--- config.mk ---
export PLATFORM = sky130hd
export DESIGN_NAME = fcic_top
export DESIGN_NICKNAME = d
export VERILOG_FILES = /design/src/rtl/fcic_pkg.sv /design/src/rtl/fcic_decode.sv /design/src/rtl/fcic_seq.sv /design/src/rtl/fcic_regs.sv /design/src/rtl/fcic_top.sv
export SDC_FILE = /design/constraint.sdc
export NUM_CORES = 1
export LEC_CHECK = 0
export CAP_MARGIN = 20
export CORE_MARGIN = 2
export CORE_UTILIZATION = 52
export DETAILED_ROUTE_END_ITERATION = 7
export PLACE_DENSITY_LB_ADDON = 0.3
export SLEW_MARGIN = 30
export SYNTH_ARGS = -nofsm -noshare
export SYNTH_HDL_FRONTEND = slang
export SYNTH_SLANG_ARGS = --single-unit
--- constraint.sdc ---
create_clock -name clk -period 1.9 [get_ports clk]
set_input_delay 0.19 -clock clk [delete_from_list [all_inputs] [get_ports clk]]
set_output_delay 0.19 -clock clk [all_outputs]
set_load 0.005 [all_outputs]
--- src/rtl/fcic_pkg.sv ---
package fcic_pkg;

   typedef enum logic [2:0] {
      CLS_NONE,
      CLS_LOAD,
      CLS_PROG,
      CLS_ERASE,
      CLS_RESUME,
      CLS_PLAIN,
      CLS_RESET,
      CLS_BAD
   } cmd_cls_e;

   localparam int REG_W = 16;

   // status register error flags
   localparam int ST_ERR_CMD   = 10;
   localparam int ST_ERR_ERASE = 11;
   localparam int ST_ERR_PROG  = 12;
   localparam int ST_ERR_LOAD  = 13;

   // interrupt register bits
   localparam int IS_RESET  = 4;
   localparam int IS_ERASE  = 5;
   localparam int IS_PROG   = 6;
   localparam int IS_LOAD   = 7;
   localparam int IS_MASTER = 15;

   // configuration bits
   localparam int CFG_POL = 6;
   localparam int CFG_RDY = 7;

   localparam logic [REG_W-1:0] CFG_DEFAULT = 16'h40C0;
   localparam logic [REG_W-1:0] CFG_RD_MASK = 16'hFFE0;
   localparam logic [REG_W-1:0] IS_COLD     = 16'h8080;
   localparam logic [REG_W-1:0] IS_WARM     = 16'h8010;
   localparam logic [REG_W-1:0] ERR_MASK    = 16'h3C00;

endpackage

--- src/rtl/fcic_decode.sv ---
module fcic_decode
   import fcic_pkg::*;
#(
   parameter int CODE_W = 8
) (
   input  logic [CODE_W-1:0] code,
   output cmd_cls_e          cls
);

   generate
      if (CODE_W != 8) begin : g_bad_code_w
         $error("fcic_decode: CODE_W must be 8");
      end
   endgenerate

   always_comb begin
      unique case (code)
         8'h00, 8'h13:                          cls = CLS_LOAD;
         8'h80, 8'h1A, 8'h1B:                   cls = CLS_PROG;
         8'h94, 8'h95:                          cls = CLS_ERASE;
         8'h30:                                 cls = CLS_RESUME;
         8'h23, 8'h27, 8'h2A, 8'h2C,
         8'h65, 8'h71:                          cls = CLS_PLAIN;
         8'hB0:                                 cls = CLS_NONE;
         8'hF0, 8'hF3:                          cls = CLS_RESET;
         default:                               cls = CLS_BAD;
      endcase
   end

endmodule

--- src/rtl/fcic_seq.sv ---
module fcic_seq
   import fcic_pkg::*;
#(
   parameter int CODE_W = 8
) (
   input  logic              clk,
   input  logic              rst_n,
   input  logic              flush,
   input  logic              issue,
   input  cmd_cls_e          issue_cls,
   input  logic [CODE_W-1:0] issue_code,
   input  logic              op_done,
   input  logic              op_fail,
   output logic              op_start,
   output logic [CODE_W-1:0] op_code,
   output logic              busy,
   output logic              fin,
   output logic              fin_fail,
   output cmd_cls_e          fin_cls
);

   cmd_cls_e cls_q;

   always_ff @(posedge clk or negedge rst_n) begin
      if (!rst_n) begin
         op_start <= 1'b0;
         op_code  <= '0;
         busy     <= 1'b0;
         fin      <= 1'b0;
         fin_fail <= 1'b0;
         cls_q    <= CLS_NONE;
      end else if (flush) begin
         op_start <= 1'b0;
         busy     <= 1'b0;
         fin      <= 1'b0;
         fin_fail <= 1'b0;
      end else begin
         op_start <= issue;
         if (issue) begin
            busy    <= 1'b1;
            op_code <= issue_code;
            cls_q   <= issue_cls;
         end else if (fin) begin
            busy    <= 1'b0;
         end
         fin      <= busy && !fin && op_done;
         fin_fail <= op_fail;
      end
   end

   assign fin_cls = cls_q;

   // a strobe seen while busy is reported on the next cycle
   a_r7_strobe_to_fin: assert property (@(posedge clk) disable iff (!rst_n)
      (busy && !fin && op_done && !flush) |=> fin);

endmodule

--- src/rtl/fcic_regs.sv ---
module fcic_regs
   import fcic_pkg::*;
#(
   parameter int DATA_W = 16
) (
   input  logic             clk,
   input  logic             rst_n,
   input  logic             warm,
   input  logic             cfg_we,
   input  logic             int_we,
   input  logic [REG_W-1:0] wdata,
   input  logic [REG_W-1:0] hw_int_set,
   input  logic [REG_W-1:0] hw_err_set,
   output logic [REG_W-1:0] cfg,
   output logic [REG_W-1:0] stat,
   output logic [REG_W-1:0] ist,
   output logic             rdy
);

   generate
      if (DATA_W < REG_W) begin : g_bad_data_w
         $error("fcic_regs: DATA_W must be at least 16");
      end
   endgenerate

   logic [REG_W-1:0] ist_masked, ist_nx, stat_nx;
   logic             wipe;

   always_comb begin
      ist_masked = int_we ? (ist & wdata) : ist;
      ist_nx     = ist_masked | hw_int_set;
      wipe       = int_we && !ist_nx[IS_MASTER];
      stat_nx    = (wipe ? (stat & ~ERR_MASK) : stat) | hw_err_set;
   end

   always_ff @(posedge clk or negedge rst_n) begin
      if (!rst_n) begin
         cfg  <= CFG_DEFAULT;
         stat <= '0;
         ist  <= IS_COLD;
         rdy  <= 1'b1;
      end else if (warm) begin
         cfg  <= CFG_DEFAULT;
         stat <= '0;
         ist  <= IS_WARM;
         rdy  <= 1'b1;
      end else begin
         ist  <= ist_nx;
         stat <= stat_nx;
         if (cfg_we) begin
            cfg <= wdata;
            rdy <= wdata[CFG_RDY];
         end
      end
   end

   // nothing survives an acknowledge unless written as 1 or set by hardware
   a_r3_and_clear: assert property (@(posedge clk) disable iff (!rst_n)
      (int_we && !warm) |=> ((ist & ~$past(wdata | hw_int_set)) == '0));

   // errors are gone once the master bit is acknowledged away
   a_r4_err_wipe: assert property (@(posedge clk) disable iff (!rst_n)
      (int_we && !warm && !wdata[IS_MASTER] && !hw_int_set[IS_MASTER]
       && hw_err_set == '0) |=> ((stat & ERR_MASK) == '0));

   // the ready pin takes the written bit 7
   a_r6_rdy_follow: assert property (@(posedge clk) disable iff (!rst_n)
      (cfg_we && !warm) |=> (rdy == $past(wdata[CFG_RDY])));

endmodule

--- src/rtl/fcic_top.sv ---
module fcic_top
   import fcic_pkg::*;
#(
   parameter int DATA_W   = 16,
   parameter int ADDR_W   = 2,
   parameter int CODE_W   = 8,
   parameter bit IRQ_FLOP = 1'b0
) (
   input  logic              clk,
   input  logic              rst_n,
   input  logic              warm_rst,
   input  logic [ADDR_W-1:0] reg_addr,
   input  logic              reg_we,
   input  logic [DATA_W-1:0] reg_wdata,
   output logic [DATA_W-1:0] reg_rdata,
   output logic              irq_o,
   output logic              rdy_o,
   output logic              op_start,
   output logic [CODE_W-1:0] op_code,
   input  logic              op_done,
   input  logic              op_fail
);

   localparam logic [ADDR_W-1:0] ADR_CMD  = ADDR_W'(0);
   localparam logic [ADDR_W-1:0] ADR_CFG  = ADDR_W'(1);
   localparam logic [ADDR_W-1:0] ADR_STAT = ADDR_W'(2);
   localparam logic [ADDR_W-1:0] ADR_INT  = ADDR_W'(3);

   generate
      if (ADDR_W < 2) begin : g_bad_addr_w
         $error("fcic_top: ADDR_W must be at least 2");
      end
      if (DATA_W < REG_W) begin : g_bad_data_w
         $error("fcic_top: DATA_W must be at least 16");
      end
   endgenerate

   logic [REG_W-1:0]  cfg, stat, ist;
   logic [REG_W-1:0]  wdata16;
   logic [CODE_W-1:0] code_in, cmd_q;
   cmd_cls_e          cls_in, fin_cls;
   logic              cmd_we, cfg_we, int_we, accept, issue, warm_all;
   logic              busy, fin, fin_fail;
   logic [REG_W-1:0]  imm_int, imm_err, fin_int, fin_err;

   assign wdata16 = reg_wdata[REG_W-1:0];
   assign code_in = reg_wdata[CODE_W-1:0];
   assign cmd_we  = reg_we && (reg_addr == ADR_CMD);
   assign cfg_we  = reg_we && (reg_addr == ADR_CFG);
   assign int_we  = reg_we && (reg_addr == ADR_INT);

   fcic_decode #(.CODE_W(CODE_W)) u_decode (
      .code (code_in),
      .cls  (cls_in)
   );

   assign accept   = cmd_we && !ist[IS_MASTER] && !busy;
   assign warm_all = warm_rst || (accept && cls_in == CLS_RESET);
   assign issue    = accept && (cls_in == CLS_LOAD || cls_in == CLS_PROG ||
                                cls_in == CLS_ERASE);

   // results that are known in the cycle the command is accepted
   always_comb begin
      imm_int = '0;
      imm_err = '0;
      if (accept) begin
         unique case (cls_in)
            CLS_RESUME: begin
               imm_int[IS_MASTER] = 1'b1;
               imm_int[IS_ERASE]  = 1'b1;
            end
            CLS_PLAIN:  imm_int[IS_MASTER] = 1'b1;
            CLS_BAD: begin
               imm_int[IS_MASTER]  = 1'b1;
               imm_err[ST_ERR_CMD] = 1'b1;
            end
            default: ;
         endcase
      end
   end

   // results reported by the array back end
   always_comb begin
      fin_int = '0;
      fin_err = '0;
      if (fin) begin
         fin_int[IS_MASTER]  = 1'b1;
         fin_err[ST_ERR_CMD] = fin_fail;
         unique case (fin_cls)
            CLS_LOAD: begin
               fin_int[IS_LOAD]     = 1'b1;
               fin_err[ST_ERR_LOAD] = fin_fail;
            end
            CLS_PROG: begin
               fin_int[IS_PROG]     = 1'b1;
               fin_err[ST_ERR_PROG] = fin_fail;
            end
            CLS_ERASE: begin
               fin_int[IS_ERASE]     = 1'b1;
               fin_err[ST_ERR_ERASE] = fin_fail;
            end
            default: ;
         endcase
      end
   end

   fcic_seq #(.CODE_W(CODE_W)) u_seq (
      .clk        (clk),
      .rst_n      (rst_n),
      .flush      (warm_all),
      .issue      (issue),
      .issue_cls  (cls_in),
      .issue_code (code_in),
      .op_done    (op_done),
      .op_fail    (op_fail),
      .op_start   (op_start),
      .op_code    (op_code),
      .busy       (busy),
      .fin        (fin),
      .fin_fail   (fin_fail),
      .fin_cls    (fin_cls)
   );

   fcic_regs #(.DATA_W(DATA_W)) u_regs (
      .clk        (clk),
      .rst_n      (rst_n),
      .warm       (warm_all),
      .cfg_we     (cfg_we),
      .int_we     (int_we),
      .wdata      (wdata16),
      .hw_int_set (imm_int | fin_int),
      .hw_err_set (imm_err | fin_err),
      .cfg        (cfg),
      .stat       (stat),
      .ist        (ist),
      .rdy        (rdy_o)
   );

   always_ff @(posedge clk or negedge rst_n) begin
      if (!rst_n) begin
         cmd_q <= '0;
      end else if (warm_all) begin
         cmd_q <= '0;
      end else if (accept) begin
         cmd_q <= code_in;
      end
   end

   always_comb begin
      unique case (reg_addr)
         ADR_CMD:  reg_rdata = DATA_W'(cmd_q);
         ADR_CFG:  reg_rdata = DATA_W'(cfg & CFG_RD_MASK);
         ADR_STAT: reg_rdata = DATA_W'(stat);
         ADR_INT:  reg_rdata = DATA_W'(ist);
         default:  reg_rdata = '0;
      endcase
   end

   generate
      if (IRQ_FLOP) begin : g_irq_flop
         always_ff @(posedge clk or negedge rst_n) begin
            if (!rst_n) irq_o <= 1'b1;
            else        irq_o <= ist[IS_MASTER] ^ ~cfg[CFG_POL];
         end
         // registered pin follows the previous cycle's bits
         a_r5_irq_flop: assert property (@(posedge clk) disable iff (!rst_n)
            1'b1 |=> (irq_o == ($past(ist[IS_MASTER]) ^ ~$past(cfg[CFG_POL]))));
      end else begin : g_irq_comb
         assign irq_o = ist[IS_MASTER] ^ ~cfg[CFG_POL];
      end
   endgenerate

   // gated command writes change nothing downstream
   a_r2_gate_pending: assert property (@(posedge clk) disable iff (!rst_n)
      (cmd_we && ist[IS_MASTER] && !warm_rst) |=> ($stable(cmd_q) && !op_start));

   // no second start while an operation is outstanding
   a_r12_gate_busy: assert property (@(posedge clk) disable iff (!rst_n)
      (cmd_we && busy && !warm_rst) |=> ($stable(cmd_q) && !op_start));

   // completion raises the master bit
   a_r7_fin_master: assert property (@(posedge clk) disable iff (!rst_n)
      (fin && !warm_rst) |=> ist[IS_MASTER]);

   // a failed completion raises the command error flag
   a_r7_fin_error: assert property (@(posedge clk) disable iff (!rst_n)
      (fin && fin_fail && !warm_rst) |=> stat[ST_ERR_CMD]);

   // warm reset pin yields warm defaults
   a_r11_warm_pin: assert property (@(posedge clk) disable iff (!rst_n)
      warm_rst |=> (ist == IS_WARM && stat == '0 && rdy_o));

endmodule

# After elaboration in Yosys (flattened, before gate mapping)

Cells that the tools add are included.

Input bits: 24
Output and inout port bits: 27
Bits in registers: 72
Word-level logic and storage cells: 110

Bitwise operators: 8
Multiplexer cells: 33
Eq/ne operators: 29
Reduce and logical (&&, ||, !) cells: 29

Operators with widths:

| cell                                                             | count |
|---|---|
| 16-bit two-way mux                                               | 5 |
| 16-bit case mux with 4 select lines                              | 1 |
| 8-bit == test (second input constant)                            | 6 |
| 8-bit by 6-bit == test with 1-bit output (second input constant) | 5 |
| 16-bit OR                                                        | 2 |
| 8-bit by 5-bit == test with 1-bit output (second input constant) | 3 |
| 1-bit two-way mux                                                | 21 |
| 3-bit case mux with 7 select lines                               | 1 |
| 16-bit bitwise AND                                               | 1 |
| 8-bit by 7-bit == test with 1-bit output (second input constant) | 2 |
| 8-bit two-way mux                                                | 2 |
| 16-bit by 14-bit OR with 16-bit output                           | 1 |
| 14-bit two-way mux                                               | 1 |
| 11-bit by 14-bit OR with 14-bit output                           | 1 |
| 3-bit by 2-bit == test with 1-bit output (second input constant) | 4 |
| 3-bit == test (second input constant)                            | 4 |
| 1-bit logical AND                                                | 10 |
| 8-bit logical NOT                                                | 1 |
| 3-bit by 1-bit == test with 1-bit output (second input constant) | 2 |
| 2-bit OR reduction                                               | 3 |
| 3-bit OR reduction                                               | 2 |
| 6-bit OR reduction                                               | 1 |
| 2-bit == test (second input constant)                            | 2 |
| 1-bit logical NOT                                                | 4 |
| other kinds (10)                                                 | 14 |

# Logic depth before layout (Yosys ltp)

Gate-level depths: netlist (run 1).

Word-level depth: 14
Depth in mapped cells: 8
Depth with buffers taken out: 5

# Cells and area by module

Synthesis (run 1) repeated with hierarchy kept, for this count alone.

Cell total of the unflattened synthesis: 332
Area, all modules: 3742.3 µm²

By module, submodules not included:

| module      | area each (µm²) | seq. area each (µm²) | times used | cells an instance |
|---|---|---|---|---|
| fcic_regs   | 1904.3          | 1207.4               | 1          | 169 |
| fcic_top    | 1001.0          | 200.2                | 1          | 95 |
| fcic_seq    | 598.1           | 375.4                | 1          | 33 |
| fcic_decode | 239.0           | 0.0                  | 1          | 35 |

# Least setup slack after synthesis (run 1)

No wires, ideal clock.

Path kind: input to register
Start: input reg_wdata[6]
End: register u_seq.op_code[4]
Buffers on the path: 2
Arrival: 1.750 ns
Setup slack: 0.025 ns
Stages on the path: 6
Library setup time: 0.125 ns
Required time: 1.775 ns
Path through: buf_6 > or4_4 > a211oi_4 > o311ai_4 > buf_6 > mux2_4

Cells in the longest elaborated chain, start to end: 8
Elaborated cells between the ends (all ways): 34
Classes of those cells: eq/ne (20); mux (1); bitwise (1); reduce/logical (12)

RTL lines:

| element                                                                | RTL line                       | RTL |
|---|---|---|
| start: declaration                                                     | fcic_top.sv:14                 | `input logic [DATA_W-1:0] reg_wdata,` |
| 8-bit by 6-bit == test with 1-bit output, or another cell as far along | fcic_decode.sv:17              | `unique case (code)` |
| 6-bit OR reduction, or another cell as far along                       | fcic_decode.sv:17              |  |
| 3-bit case mux with 7 select lines *                                   | fcic_decode.sv:17              |  |
| 3-bit by 1-bit == test with 1-bit output, or another cell as far along | fcic_top.sv:59                 | `assign issue = accept && (cls_in == CLS_LOAD \|\| cls_in == CLS_PROG \|\|` |
| 1-bit logical OR or 1-bit logical AND (tied branches)                  | fcic_top.sv:59, fcic_top.sv:58 |  |
| 1-bit logical OR (on tied branches)                                    | fcic_top.sv:59, fcic_top.sv:58 |  |
| 1-bit logical AND or 1-bit NOT (tied branches)                         | -                              |  |
| 2-bit AND reduction (no line) *                                        | -                              |  |
| end signal: assignment                                                 | fcic_seq.sv:41                 | `op_code <= issue_code;` |
| end: declaration                                                       | fcic_seq.sv:15                 | `output logic [CODE_W-1:0] op_code,` |

Mark *: on every way between the ends. The rest lies on a longest branch, timed or not.
A chain may end at the register's enable or synchronous reset.

# Worst setup path in the final report (run 1)

Start: input reg_wdata[2]
End: register u_seq.cls_q[1], in the netlist u_seq.fin_cls[1]

Cells in the longest elaborated chain, start to end: 8
Elaborated cells between the ends (all ways): 34
Classes of those cells: eq/ne (20); mux (1); bitwise (1); reduce/logical (12)

RTL lines:

| element                                                                | RTL line                       | RTL |
|---|---|---|
| 8-bit by 6-bit == test with 1-bit output, or another cell as far along | fcic_decode.sv:17              |  |
| 6-bit OR reduction, or another cell as far along                       | fcic_decode.sv:17              |  |
| 3-bit case mux with 7 select lines *                                   | fcic_decode.sv:17              |  |
| 3-bit by 1-bit == test with 1-bit output, or another cell as far along | fcic_top.sv:59                 |  |
| 1-bit logical OR or 1-bit logical AND (tied branches)                  | fcic_top.sv:59, fcic_top.sv:58 |  |
| 1-bit logical OR (on tied branches)                                    | fcic_top.sv:59, fcic_top.sv:58 |  |
| 1-bit logical AND or 1-bit NOT (tied branches)                         | -                              |  |
| 2-bit AND reduction (no line)                                          | -                              |  |
| end signal: assignment                                                 | fcic_seq.sv:42                 | `cls_q <= issue_cls;` |
| end: declaration                                                       | fcic_seq.sv:22                 | `cmd_cls_e cls_q;` |

Marked as above.

==> results of run 1 <==
==> per-stage QoR <==
stage          setup slack [ns]  instance area, um^2
2_1_floorplan            0.0248                 2700
3_3_place_gp             -0.351                 3480
3_5_place_dp             -0.409                 3480
4_1_cts                  0.0199                 3630
5_1_grt                0.000624                 3650
6_report                 0.0677                 3650
==> report_power, final <==
part	internal [mW]	switching, mW	leakage [nW]
registers	1.16	0.00941	0.729
logic	0.151	0.151	0.854
clock network	0.294	0.367	0.0472
total	1.61	0.527	1.63
==> worst max-delay path: stages <==
cell,delay (ns)
sky130_fd_sc_hd__clkdlybuf4s50_1,0.49
sky130_fd_sc_hd__or4_4,0.48
sky130_fd_sc_hd__a211oi_4,0.29
sky130_fd_sc_hd__o311ai_4,0.21
sky130_fd_sc_hd__buf_12,0.20
sky130_fd_sc_hd__nand2_1,0.06
sky130_fd_sc_hd__o21ai_0,0.09
==> routing by layer <==
layer	GRT usage	vias to the layer above
met2	0.429	74
met1	0.335	1154
met5	0	-
met3	0.0332	8
li1	-	1112
met4	0.0636	0
==> registers in the layout, summed over array words and instances, names as in the netlist <==
name            count
u_regs.rdy          1
u_seq.fin           1
u_seq.op_code       8
u_seq.fin_fail      1
u_seq.op_start      1
u_regs.ist         16
cmd_q               8
u_seq.fin_cls       3
u_regs.stat         4
u_seq.busy          1
u_regs.cfg         10
==> cell families (layout without fill, tap and decap cells) <==
| kind of cell | count (synthesis) | after routing |
|---|---|---|
| AOI/OAI and AO/OA | 66 | 66 |
| DFF | 54 | 54 |
| muxes | 19 | 19 |
| xor gates and xnor gates | 3 | 3 |
| and+or+nand+nor | 102 | 102 |
| buffers and inverters | 32 | 107 |
==> synth_stat cells, drive strengths merged (2+ instances only) <==
master / count / area share
dfrtp: 49 / 0.45
nand2: 42 / 0.058
o21ai: 21 / 0.039
nor2: 20 / 0.028
clkbuf: 17 / 0.024
a21oi: 12 / 0.022
mux2: 10 / 0.043
a22o: 9 / 0.029
inv: 9 / 0.013
mux2i: 9 / 0.033
nand3: 9 / 0.017
and2: 6 / 0.014
buf: 6 / 0.016
nor2b: 6 / 0.014
o32ai: 6 / 0.019
dfstp: 5 / 0.049
a32oi: 3 / 0.0097
nor3b: 3 / 0.0083
nor4b: 3 / 0.0097
a211oi: 2 / 0.010
a22oi: 2 / 0.0056
a31oi: 2 / 0.0046
and4b: 2 / 0.0074
o22ai: 2 / 0.0046
or2: 2 / 0.0046
xnor2: 2 / 0.0065
==> area by class of cell <==
class,instances,area share
Clock inverter,2,0.00343
Tap cell,70,0.0240
Timing Repair Buffer,90,0.231
Sequential cell,54,0.372
Multi-Input combinational cell,190,0.337
Inverter,9,0.00926
Clock buffer,6,0.0226
==> how the worst max path moves through the flow <==
stage	from	endpoint	slack, ns
6_report	reg_wdata[2]	u_seq.fin_cls[1]	0.07
5_1_grt	reg_wdata[2]	u_seq.fin_cls[1]	0.0006
4_1_cts	reg_wdata[1]	u_seq.op_code[7]	0.02
3_5_place_dp	reg_wdata[6]	u_seq.op_code[4]	-0.41
3_3_place_gp	reg_wdata[6]	u_seq.op_code[4]	-0.35
2_1_floorplan	reg_wdata[6]	u_seq.op_code[4]	0.02
==> what timing repair did <==
| item | 4_1_cts | 5_1_grt |
|---|---|---|
| endpoints found under the hold margin | 12 | 0 |
| cloned | 1 | 0 |
| endpoints found under the setup margin | 19 | 13 |
| setup buffers | 1 | 0 |
| pin swaps | 2 | 2 |
| hold buffers | 1 | 0 |
| resized for setup | 6 | 8 |
==> impl_results.md, run 1 <==
* Slew headroom at 0.602
* Count of antenna-violating nets left after detailed routing at 0
* Class of the most critical setup path: in -> reg
* DRT Pass-1 Iters at 4
* Slew at the pin with the worst max-slew slack at between 0.5 and 0.6 ns
* Class of the most critical hold timing path: in -> async
* Violation count after the first detailed-routing iteration at 150
* Basic-gate share of the synthesized area counting and, or, nand and nor cells at 0.186
* CTS tree: yes
* Worst Reg2Reg Path Length in Cells at 3
* Total negative slack for setup checks at 0 ns
* Initial standard-cell utilization of the core at 0.535
* Number of setup violations in the final report at 0
* Inst Count DP at 410
* Sequential cell area at roughly 0.0014 mm^2
* Status: completed
* Die Area at 0.00578 mm^2
* Mapped Nets at 300
* TritonCTS buffer count at 5
* WP data arrival at about 2.0 ns
* Dominant combinational cell family by area after synthesis: simple AND/OR/NAND/NOR gates
* Share of the clock period used by the worst path at 0.964
* Clock slew at the register clock pins of the worst setup and hold paths at approximately 0.09 ns
* Clock sink total at 54
* Primary FF master, synth: sky130_fd_sc_hd__dfrtp_1
* Reg-to-reg startpoint: u_regs.ist[15]
* Clock H-tree levels at 2
* Worst flop-to-flop path endpoint: u_seq.op_code[7]
* Via total after detailed routing at approximately 2.3k
* Wire length on met1 at between 2000 and 3000 um
* Pwr Density at roughly 600 mW/mm^2
* Category of the worst setup path launch point: primary input
* Number of antenna diodes at 0
* Die extent in x at between 70 and 80 um
* Area of the mapped netlist at about 0.0027 mm^2
* Detailed placement HPWL at 4810 um
* Worst hold-check slack at a little over 0.3 ns
* Synth-to-layout area growth at 35.2%
* Slew Limit Fails at 0
* Skew final at roughly 0.0076 ns
* Mux cell area share after synthesis at 0.0765
* Non-Filler Instances at 421
* Count of yosys warnings during synthesis at 0
* Flip-flop and latch count after synthesis at 54
* Detailed-route wire length at about 6700 um
* Final hold viol count at 0
* Yosys cell types at 47
* Arithmetic-cell share of the synthesized area counting full adders, half adders and majority gates at 0
* DRC Markers at 0
* Critical path required time at between 2 and 2.5 ns
* Floorplan row count at 26
* Pin count of the biggest net entering global routing at 33
* Highest fanout seen on the critical path at 8
* Clock Path Buffers at 2
* Metal3 WL at 293 um
* Leading cell type in the layout, fill and taps excluded: sky130_fd_sc_hd__dfrtp_1
* Share of post-route cells with drive strength above 1 at 0.211
* Async set-reset flop share out of synthesis at 1.00
* Total of buffers placed on input and output ports at 50
* Top routing layer in use: met4
* RSZ-0062 raised after global routing: false
* Routed WL per cell at 15.9 um
* I/O Pins at 51
* Total power of the final layout at about 2.1 mW
* Most used cells in the layout excluding fill and tap cells: sky130_fd_sc_hd__dfrtp_1, sky130_fd_sc_hd__clkdlybuf4s50_1, sky130_fd_sc_hd__nand2_1
* Static leakage power at 1.63 nW
* Mean Syn Cell Area at between 9 and 10 um^2
* Gate count after technology mapping at between 200 and 300
* Fill cell count at 370
* Core ar. at about 0.0050 mm^2
* Placer Congestion at between 0.8 and 0.9
* Area used by multi-input combinational logic at about 0.0012 mm^2
* Tmin final at around 1.8 ns
* Number of enable-type register cells in the synthesized netlist at 0
* Utilization of the core after routing at 0.724
* Fmax at 546 MHz
* Chip Height at between 70 and 80 um
* Global-route wire length before repair at 11,700 um
* Minimum setup slack among reg-to-reg paths at 0.29 ns
* Residual overflow from global routing at 0
* GRT Resource Usage Total at 0.248
* Total length of routed met2 wires at around 3400 um
* Vias in the first global route at around 2.4k
* Number of antenna violations at the first check in global routing at 0
* Number of max-cap violations at 0
* CTS root buffer: sky130_fd_sc_hd__clkbuf_8
* Avg Vias per Cell at between 5 and 6
* Crit end category: flop
* Synthesized-area fraction occupied by ao, oa, aoi and oai cells at 0.172
* Maximum vdd ir drop at about 0.00054 V
* Clock Latency Late Sink at ~0.31 ns
* Fraction of the yosys area taken by sequential cells at 0.503
* Final nets at between 300 and 400
* Synth Area in XOR/XNOR at 0.00974
(Power assumes the default switching activity.)
==> run 2: changes to the inputs <==
CORE_UTILIZATION = 60   (was 52)
DONT_BUFFER_PORTS = 1   (was unset)
GPL_ROUTABILITY_DRIVEN = 0   (was unset)
==> impl_results.md, run 2 (synthesis gave the netlist of run 1 again) <==
* WP data arrival at 1.87 ns (was 2.02 ns)
* Category of the worst setup path launch point: flop (was primary input)
* Critical path required time at 2.14 ns (was 2.09 ns)
* Final hold viol count at 0 (unchanged)
* CTS tree: yes (unchanged)
* Leading cell type in the layout, fill and taps excluded: sky130_fd_sc_hd__dfrtp_1 (unchanged)
* Core ar. at 0.00435 mm^2 (was 0.00504 mm^2)
* Total of buffers placed on input and output ports at 0 (was 50)
* Clock sink total at 54 (unchanged)
* Tmin final at 1.64 ns (was 1.83 ns)
* TritonCTS buffer count at 5 (unchanged)
* Detailed-route wire length at 6120 um (was 6690 um)
* Largest register by flop count: u_regs.ist (unchanged)
* Skew final at 0.00344 ns (was 0.00761 ns)
* Number of setup violations in the final report at 0 (unchanged)
* Die Area at 0.00505 mm^2 (was 0.00578 mm^2)
* Pwr Density at 716 mW/mm^2 (was 585 mW/mm^2)
* Residual overflow from global routing at 0 (unchanged)
* Pin count of the biggest net entering global routing at 55 (was 33)
* Reg-to-reg startpoint: u_seq.busy (was u_regs.ist[15])
* Minimum setup slack among reg-to-reg paths at 0.26 ns (was 0.29 ns)
* Startpoint of the worst setup timing path: u_seq.busy (was reg_wdata[2])
* Highest fanout seen on the critical path at 5 (was 8)
* Chip Height at 71.1 um (was 76.0 um)
* Die extent in x at 71.1 um (was 76.0 um)
* Violation count after the first detailed-routing iteration at 170 (was 150)
* GRT Resource Usage Total at 0.262 (was 0.248)
* DRC Markers at 0 (unchanged)
* Crit end category: flop (unchanged)
* Most used cells in the layout excluding fill and tap cells: sky130_fd_sc_hd__dfrtp_1, sky130_fd_sc_hd__nand2_1, sky130_fd_sc_hd__nor2_1, sky130_fd_sc_hd__o21ai_0, sky130_fd_sc_hd__a21oi_1 (was sky130_fd_sc_hd__dfrtp_1, sky130_fd_sc_hd__clkdlybuf4s50_1, sky130_fd_sc_hd__nand2_1)
* Final nets at 298 (was 374)
* Number of flip-flops in the largest register at 16 (unchanged)
* Class of the most critical hold timing path: in -> reg (was in -> async)
* Met2 capacity usage during global routing at 0.424 (was 0.429)
* Total negative slack for setup checks at 0 ns (unchanged)
* Number of antenna violations at the first check in global routing at 0 (unchanged)
* Via total after detailed routing at 2,046 (was 2,348)
* Pre-CTS worst setup slack at 0.116 ns (was -0.409 ns)
* Clock Path Buffers at 2 (unchanged)
* Synth-to-layout area growth at 7.74% (was 35.2%)
* Beginning of the worst hold path: reg_wdata[9]
* Slew headroom at 0.557 (was 0.602)
* Total of cells resized after clock tree synthesis at 0 (was 6)
* RSZ-0062 raised after global routing: false (unchanged)
* Share of post-route cells with drive strength above 1 at 0.142 (was 0.211)
* Global-route wire length before repair at 10,300 um (was 11,700 um)
* Number of max-cap violations at 0 (unchanged)
* Floorplan row count at 24 (was 26)
* Largest regs: u_regs.ist (16), u_regs.cfg (10) (unchanged)
* Slew at the pin with the worst max-slew slack at 0.663 ns (was 0.595 ns)
* Class of the most critical setup path: reg -> reg (was in -> reg)
* Share of the clock period used by the worst path at 0.862 (was 0.964)
* Clock H-tree levels at 2 (unchanged)
* M3 GR Usage at 0.0598 (was 0.0332)
* Vias in the first global route at 2,059 (was 2,405)
* Initial standard-cell utilization of the core at 0.620 (was 0.535)
* Number of antenna diodes at 0 (unchanged)
* Detailed placement HPWL at 4000 um (was 4810 um)
* Avg Vias per Cell at 6.26 (was 5.58)
* CTS root buffer: sky130_fd_sc_hd__clkbuf_8 (unchanged)
* Maximum vdd ir drop at 0.000452 V (was 0.000539 V)
* DRT Pass-1 Iters at 5 (was 4)
* Met1 routing resource usage after global routing at 0.362 (was 0.335)
* I/O Pins at 51 (unchanged)
* Global route hottest layer: met2 (unchanged)
* Fmax at 611 MHz (was 546 MHz)
* Clock Latency Late Sink at 0.30 ns (was 0.31 ns)
* Slew Limit Fails at 0 (unchanged)
* Routed WL per cell at 18.7 um (was 15.9 um)
* Clock slew at the register clock pins of the worst setup and hold paths at 0.10 ns (was 0.09 ns)
* Static leakage power at 1.27 nW (was 1.63 nW)
* Count of antenna-violating nets left after detailed routing at 0 (unchanged)
* Smallest setup slack after layout at 0.263 ns (was 0.0677 ns)
* Status: completed (unchanged)
[run 2: cell types whose count changed in the layout (fill, tap and decap cells not counted), sizes merged]
cell | previous run | this run
buf | 40 | 9
bufinv | 0 | 1
clkbuf | 6 | 5
clkdlybuf4s50 | 43 | 0
clkinv | 1 | 2
clkinvlp | 1 | 0
dlygate4sd2 | 2 | 0
dlygate4sd3 | 1 | 5
dlymetal6s2s | 4 | 0
[run 2: where the power goes]
group          switching, mW  internal [mW]
clock                  0.367          0.388
sequential           0.00928           1.16
combinational         0.0916         0.0626
[run 2: worst paths after layout]
kind | end | cells after the start
setup reg to reg | u_regs.stat[10] | 5
setup / recovery | u_regs.stat[10] | 5
hold / removal | u_regs.cfg[9] | 2
max in group asynchronous | u_regs.cfg[14] | 2
hold reg to reg | u_regs.cfg[14] | 2
min in group asynchronous | u_seq.op_code[5] | 2
[run 2: critical path, stage by stage (launching register included)]
cell and delay (ns):
sky130_fd_sc_hd__dfrtp_1 0.37, sky130_fd_sc_hd__inv_1 0.11, sky130_fd_sc_hd__and4b_1 0.35, sky130_fd_sc_hd__a21boi_0 0.40, sky130_fd_sc_hd__nand4_1 0.16, sky130_fd_sc_hd__a21oi_1 0.17
[run 2: cell type report]
| type | count | area (um^2) |
|---|---|---|
| tap | 52 | 65.1 |
| clock inverter | 3 | 40.0 |
| fill | 348 | 1450 |
| inverter | 9 | 33.8 |
| sequential | 54 | 1360 |
| timing repair buffer | 14 | 138 |
| clock buffer | 5 | 68.8 |
| multi-input combinational | 190 | 1200 |
[run 2: routing by layer]
layer | up-vias | share of wire | wire length (um)
met2 | 71 | 0.51 | 3100
li1 | 960 | - | -
met1 | 1009 | 0.42 | 2600
met5 | - | 0 | 0
met4 | 0 | 0.0095 | 58
met3 | 6 | 0.058 | 356
[run 2: timing repair]
action,4_1_cts,5_1_grt
hold endpoints to repair,66,1
hold buffers,5,1
buffers inserted,0,0
[run 2: per-stage QoR]
step           hold slack, ns  area, um^2   util  instances  total power [mW]
2_1_floorplan          -0.106        2700      -        276              1.31
3_3_place_gp           -0.105        2720  0.625        313              1.31
3_5_place_dp           -0.104        2720  0.625        313              1.31
4_1_cts              0.000262        2900  0.666        326              2.10
5_1_grt               0.00149        2910  0.668        327              2.16
6_report              0.00726        2910  0.668        327              2.08
